===== src/rtl/ratio_div_pkg.sv =====
package ratio_div_pkg;
   localparam int REF_WIDTH_DEF = 15;
   localparam int FB_WIDTH_DEF  = 16;
   localparam int REF_FLOOR_DEF = 5;
   localparam int FB_FLOOR_DEF  = 40;

   typedef enum logic [1:0] {
      CNT_IDLE = 2'd0,
      CNT_RUN  = 2'd1
   } cnt_state_e;
endpackage


===== src/rtl/ratio_clamp.sv =====
module ratio_clamp #(
   parameter int W           = 16,
   parameter int FLOOR       = 40,
   parameter bit ALLOW_UNITY = 1'b0
) (
   input  logic [W-1:0] raw_i,
   output logic [W-1:0] eff_o
);
   localparam logic [W-1:0] FLOOR_V = W'(FLOOR);
   localparam logic [W-1:0] ONE_V   = W'(1);

   if (FLOOR < 2 || FLOOR >= (1 << W)) begin : g_bad_floor
      $error("ratio_clamp: FLOOR out of range for width");
   end

   if (ALLOW_UNITY) begin : g_unity
      always_comb begin
         if (raw_i == ONE_V)        eff_o = ONE_V;
         else if (raw_i < FLOOR_V)  eff_o = FLOOR_V;
         else                       eff_o = raw_i;
      end
   end else begin : g_floor_only
      always_comb begin
         if (raw_i < FLOOR_V) eff_o = FLOOR_V;
         else                 eff_o = raw_i;
      end
   end
endmodule


===== src/rtl/jam_down_counter.sv =====
module jam_down_counter
   import ratio_div_pkg::*;
#(
   parameter int W = 16
) (
   input  logic         clk,
   input  logic         rst_n,
   input  logic         jam_i,
   input  logic         tick_i,
   input  logic [W-1:0] load_i,
   output logic [W-1:0] cnt_o,
   output logic         pulse_o
);
   localparam logic [W-1:0] ONE_V  = W'(1);
   localparam logic [W-1:0] ZERO_V = '0;

   if (W < 2) begin : g_bad_w
      $error("jam_down_counter: W must be at least 2");
   end

   cnt_state_e   state_q;
   logic [W-1:0] cnt_q;
   logic         pulse_q;
   logic         at_end;

   assign at_end = (cnt_q <= ONE_V);

   always_ff @(posedge clk) begin
      if (!rst_n) begin
         state_q <= CNT_IDLE;
         cnt_q   <= ZERO_V;
         pulse_q <= 1'b0;
      end else if (jam_i) begin
         state_q <= CNT_RUN;
         cnt_q   <= load_i;
         pulse_q <= 1'b0;
      end else begin
         pulse_q <= 1'b0;
         if (state_q == CNT_RUN && tick_i) begin
            if (at_end) begin
               pulse_q <= 1'b1;
               cnt_q   <= load_i;
            end else begin
               cnt_q <= cnt_q - ONE_V;
            end
         end
      end
   end

   assign cnt_o   = cnt_q;
   assign pulse_o = pulse_q;

   AST_IDLE_SILENT: assert property (@(posedge clk) disable iff (!rst_n)
      (state_q == CNT_IDLE) |-> !pulse_o);
   AST_JAM_BLOCKS_STROBE: assert property (@(posedge clk) disable iff (!rst_n)
      jam_i |=> !pulse_o);
   AST_STROBE_NEEDS_TICK: assert property (@(posedge clk) disable iff (!rst_n)
      pulse_o |-> $past(tick_i));
   AST_NO_UNDERFLOW: assert property (@(posedge clk) disable iff (!rst_n)
      (state_q == CNT_RUN) |-> (cnt_q != ZERO_V));
endmodule


===== src/rtl/jam_sync_ctrl.sv =====
module jam_sync_ctrl (
   input  logic clk,
   input  logic rst_n,
   input  logic commit_i,
   output logic jam_o,
   output logic init_o
);
   logic init_q;

   assign jam_o = commit_i;

   always_ff @(posedge clk) begin
      if (!rst_n) init_q <= 1'b0;
      else        init_q <= commit_i;
   end

   assign init_o = init_q;
endmodule


===== src/rtl/ratio_divider_pair.sv =====
module ratio_divider_pair
   import ratio_div_pkg::*;
#(
   parameter int REF_W     = REF_WIDTH_DEF,
   parameter int FB_W      = FB_WIDTH_DEF,
   parameter int REF_FLOOR = REF_FLOOR_DEF,
   parameter int FB_FLOOR  = FB_FLOOR_DEF
) (
   input  logic             clk,
   input  logic             rst_n,
   input  logic             ref_tick,
   input  logic             vco_tick,
   input  logic [REF_W-1:0] r_value,
   input  logic [FB_W-1:0]  n_value,
   input  logic             n_commit,
   output logic             ref_pulse,
   output logic             vco_pulse,
   output logic             det_init
);
   if (REF_FLOOR <= 1) begin : g_bad_ref_floor
      $error("ratio_divider_pair: REF_FLOOR must exceed 1");
   end

   logic [REF_W-1:0] r_eff, r_cnt;
   logic [FB_W-1:0]  n_eff, n_cnt;
   logic             jam;

   ratio_clamp #(.W(REF_W), .FLOOR(REF_FLOOR), .ALLOW_UNITY(1'b1)) u_ref_clamp (
      .raw_i(r_value), .eff_o(r_eff));

   ratio_clamp #(.W(FB_W), .FLOOR(FB_FLOOR), .ALLOW_UNITY(1'b0)) u_fb_clamp (
      .raw_i(n_value), .eff_o(n_eff));

   jam_sync_ctrl u_sync (
      .clk(clk), .rst_n(rst_n), .commit_i(n_commit), .jam_o(jam), .init_o(det_init));

   jam_down_counter #(.W(REF_W)) u_ref_cnt (
      .clk(clk), .rst_n(rst_n), .jam_i(jam), .tick_i(ref_tick),
      .load_i(r_eff), .cnt_o(r_cnt), .pulse_o(ref_pulse));

   jam_down_counter #(.W(FB_W)) u_fb_cnt (
      .clk(clk), .rst_n(rst_n), .jam_i(jam), .tick_i(vco_tick),
      .load_i(n_eff), .cnt_o(n_cnt), .pulse_o(vco_pulse));

   AST_JAM_ALIGN: assert property (@(posedge clk) disable iff (!rst_n)
      det_init |-> ((r_cnt == $past(r_eff)) && (n_cnt == $past(n_eff))));
   AST_INIT_SILENT: assert property (@(posedge clk) disable iff (!rst_n)
      det_init |-> (!ref_pulse && !vco_pulse));
endmodule


===== config.mk =====
export PLATFORM = sky130hd
export DESIGN_NAME = ratio_divider_pair
export DESIGN_NICKNAME = d
export VERILOG_FILES = /design/src/rtl/ratio_div_pkg.sv /design/src/rtl/ratio_clamp.sv /design/src/rtl/jam_down_counter.sv /design/src/rtl/jam_sync_ctrl.sv /design/src/rtl/ratio_divider_pair.sv
export SDC_FILE = /design/constraint.sdc
export NUM_CORES = 1
export LEC_CHECK = 0
export ABC_AREA = 1
export BUFFER_PORTS_ARGS = -buffer_cell sky130_fd_sc_hd__buf_4
export CORE_AREA = 8 8 90 92
export CTS_CLUSTER_SIZE = 24
export DETAILED_ROUTE_END_ITERATION = 6
export DIE_AREA = 0 0 98 100
export GPL_TIMING_DRIVEN = 0
export MAX_ROUTING_LAYER = met4
export SLEW_MARGIN = 30
export SYNTH_ARGS = -nofsm -noshare
export SYNTH_HDL_FRONTEND = slang
export SYNTH_SLANG_ARGS = --single-unit
export TNS_END_PERCENT = 10

===== constraint.sdc =====
create_clock -name clk -period 3.05 [get_ports clk]
set_input_delay 0.4575 -clock clk [delete_from_list [all_inputs] [get_ports clk]]
set_output_delay 0.4575 -clock clk [all_outputs]
set_load 0.03 [all_outputs]

==> summary.txt <==
Global route
  • Met3 Use GR: ~2.3%
  • Met1 usage: a little under 20%
  • First-pass GRT wire length: 12200 um
  • M2 GR Usage: a little under a quarter
  • Global-route total usage across every layer: roughly 15%
  • Largest net degree at the start of global routing: 13
  • Gr busiest metal: met2
  • Vias in the first global route: roughly 2600
  • Initial antenna violation count: 0
  • GRT Residual Overflow: 0

CTS
  • Hold-fix buffers, CTS: 0
  • Max Buffers Root-to-Sink: 2
  • Inserted Clock Buffers: 5
  • Root Driver: clkbuf_8
  • Sink Count: 35
  • Post-CTS resize count: 0
  • Clock transition at the registers of the reported paths: roughly 0.080 ns
  • CTS tree: built
  • Later-pin clock latency in the skew report: between 0.2 and 0.3 ns
  • H-tree levels: 2
  • # Post-CTS Setup Buffers: 0

Routing
  • Vias: 2658
  • Detail Route Antenna Nets: 0
  • Initial drt markers: 228
  • Routed WL per cell: 13.3 um
  • Drt drc: 0
  • Router iterations before antenna repair: 4
  • Total routed wirelength: 7130 um
  • Post-DR vias/cell: a little under 5

Setup path
  • Slowest stage cell, crit path: dfxtp_1
  • CP cell instances: inv_1, ha_1, nand3_1, nand2_1, nand2_1, nand2_2, buf_4, a21oi_1, nand2_1, nand3_1, inv_1
  • Critical Path Sink Type: flip-flop
  • Crit path launch type: flip-flop
  • Crit path top cell by count: nand2_1
  • Critical Path RT: between 3 and 4 ns
  • Reg2Reg Depth: 11
  • Critical Path AT: approximately 2.1 ns
  • WS Path Type: reg2reg
  • Critical Path Fanout Max: 10
  • Crit path largest cell delay: around 0.43 ns

Placement
  • Port-buffer cells: 37
  • Dpl ws: between 1 and 1.5 ns
  • Dpl cells: ~530
  • GP Congestion: slightly below 0.9
  • DPL Wire Length: 5490 um

Cells and area
  • Synth-to-Final Area Change: 18.2%
  • Seq. cell area: roughly 700 sq um
  • Share of layout cells above drive strength 1: 17.5%
  • Post-layout nets: around 500
  • Layout fillers: 743
  • Post-Layout Cell Count: between 500 and 600
  • Diodes inserted: 0
  • Final core utilization: a little under half
  • Multi-input gate area: 1590 sq um
  • Commonest cells after routing, fill and taps aside: 92 x nand2_1, 52 x inv_1, 52 x nor2_1
  • Commonest non-fill, non-tap cell in the layout: nand2_1

Synthesis
  • Top-area cell type share of the netlist area: a little over a quarter
  • Seq/Total Area, Yosys: 27.3%
  • Leading area contributor after synthesis: dfxtp_1
  • Synth warn: 0
  • Syn Area/Cell: approximately 6.2 sq um
  • Syn_nets: roughly 450
  • Netlist Area Pre-Place: 2570 sq um
  • Post-Synthesis Cells: 412
  • Number of distinct library cells after synthesis: 34
  • Yosys reg bits: 35
  • Synth top area cells: dfxtp_1 27%, nand2_1 13%, inv_1 7.6%, nor2_1 7.6%, nand3_1 6.4%

STA
  • Worst slew pin tran: approximately 0.55 ns
  • Pins Over Slew Limit: 0
  • Setup WS post-layout: between 1 and 1.5 ns
  • Fin crit share: about three fifths
  • # setup viols final: 0
  • Slew HR: 63.5%
  • RSZ-0062 raised after global routing: no
  • Maximum clock frequency: between 500 and 600 MHz
  • Shortest period the worst path allows: between 1.5 and 2 ns
  • Final hold vios: 0
  • Final TNS setup: 0 ns
  • Clk_skew: between 0.009 and 0.01 ns

Floorplanning
  • Row cnt: 30
  • Die extent in x: 98 um
  • Core region area: approximately 6600 sq um
  • Die height: ~100 um
  • Starting Density: ~39%
  • DIE AREA: ~9800 sq um
  • I/O pin total: 39

Pwr
  • LEAKAGE: approximately 1.5 nW
  • P per Cell Area: between 400 and 500 nW/um^2
  • Peak supply drop: ~0.17 mV

Status
  • Outcome: finished clean

Flow run
  • # Max-Cap Violations: 0

Hold path
  • Worst min path class: in2reg
  • Worst Hold Depth: 2
-- Yosys cell counts (all sizes together) --
cell      n
a21boi    1
a21oi    31
a31oi     1
buf       7
clkbuf    5
dfxtp    35
ha        4
inv      54
nand2   100
nand3    36
nand3b    3
nand4     4
nor2     63
nor3      5
nor4      4
o21ai    41
o21bai    1
or2       2
xnor2     8
xor2      7
-- final timing paths --
path | slack [ns] | start | to
setup / recovery | 1.19 | u_fb_cnt.cnt_o[0]$_SDFFE_PN0P_ | u_fb_cnt.cnt_o[13]$_SDFFE_PN0P_
hold / removal | 0.37 | n_commit | u_fb_cnt.pulse_o$_SDFF_PP0_
setup reg to reg | 1.19 | u_fb_cnt.cnt_o[0]$_SDFFE_PN0P_ | u_fb_cnt.cnt_o[13]$_SDFFE_PN0P_
hold reg to reg | 0.47 | u_ref_cnt.state_q[0]$_SDFFE_PN0P_ | u_ref_cnt.state_q[0]$_SDFFE_PN0P_
-- flip-flops by register name (all words and copies together) (netlist names) --
name	count
u_ref_cnt.pulse_o	1
u_fb_cnt.cnt_o	16
u_sync.init_o	1
u_fb_cnt.pulse_o	1
u_ref_cnt.cnt_o	15
u_ref_cnt.state_q	1
-- per-layer routing --
layer	part of all wire, %	wire [um]
met3	5.1	364
met2	45	3190
met1	49	3480
met4	1.5	104
met5	0	0
-- through the flow --
stage	power [mW]	cell area, sq um	hold slack, ns
after floorplan	0.893	2570	0.436
after global placement	1.01	2950	0.449
after detailed placement	1.02	2950	0.459
after CTS	1.38	3040	0.363
after global routing	1.46	3040	0.375
final	1.36	3040	0.373
-- worst max-delay path, delay by kind of cell, from the launching register on --
family | cells | cell delay, ns
simple gates | 6 | 0.58
flops | 1 | 0.43
buf+inv | 3 | 0.33
fa+ha+maj | 1 | 0.25
compound gates | 1 | 0.17
-- power by group --
group          internal (mW)  total [mW]  leakage, nW  switching (mW)
combinational          0.184       0.452         1.20           0.268
clock                  0.159       0.353       0.0402           0.194
sequential             0.502       0.557        0.291          0.0553
total                  0.845        1.36         1.53           0.517
-- cell families after synthesis --
kind of cell    synth area share, %
flops                          27.3
buf+inv                        10.9
xor+xnor                       5.11
compound gates                 15.3
fa+ha+maj                      1.95
simple gates                   39.5
-- area by class of cell --
cell class / count / area share [%]
timing repair buffer: 37 / 9.15
clock inverter: 3 / 0.659
inverter: 54 / 6.67
sequential: 35 / 23.1
multi-input combinational: 311 / 52.4
tap: 80 / 3.30
clock buffer: 5 / 2.27
buffer: 12 / 2.51
Note: power is estimated with default switching activity, not from simulation.
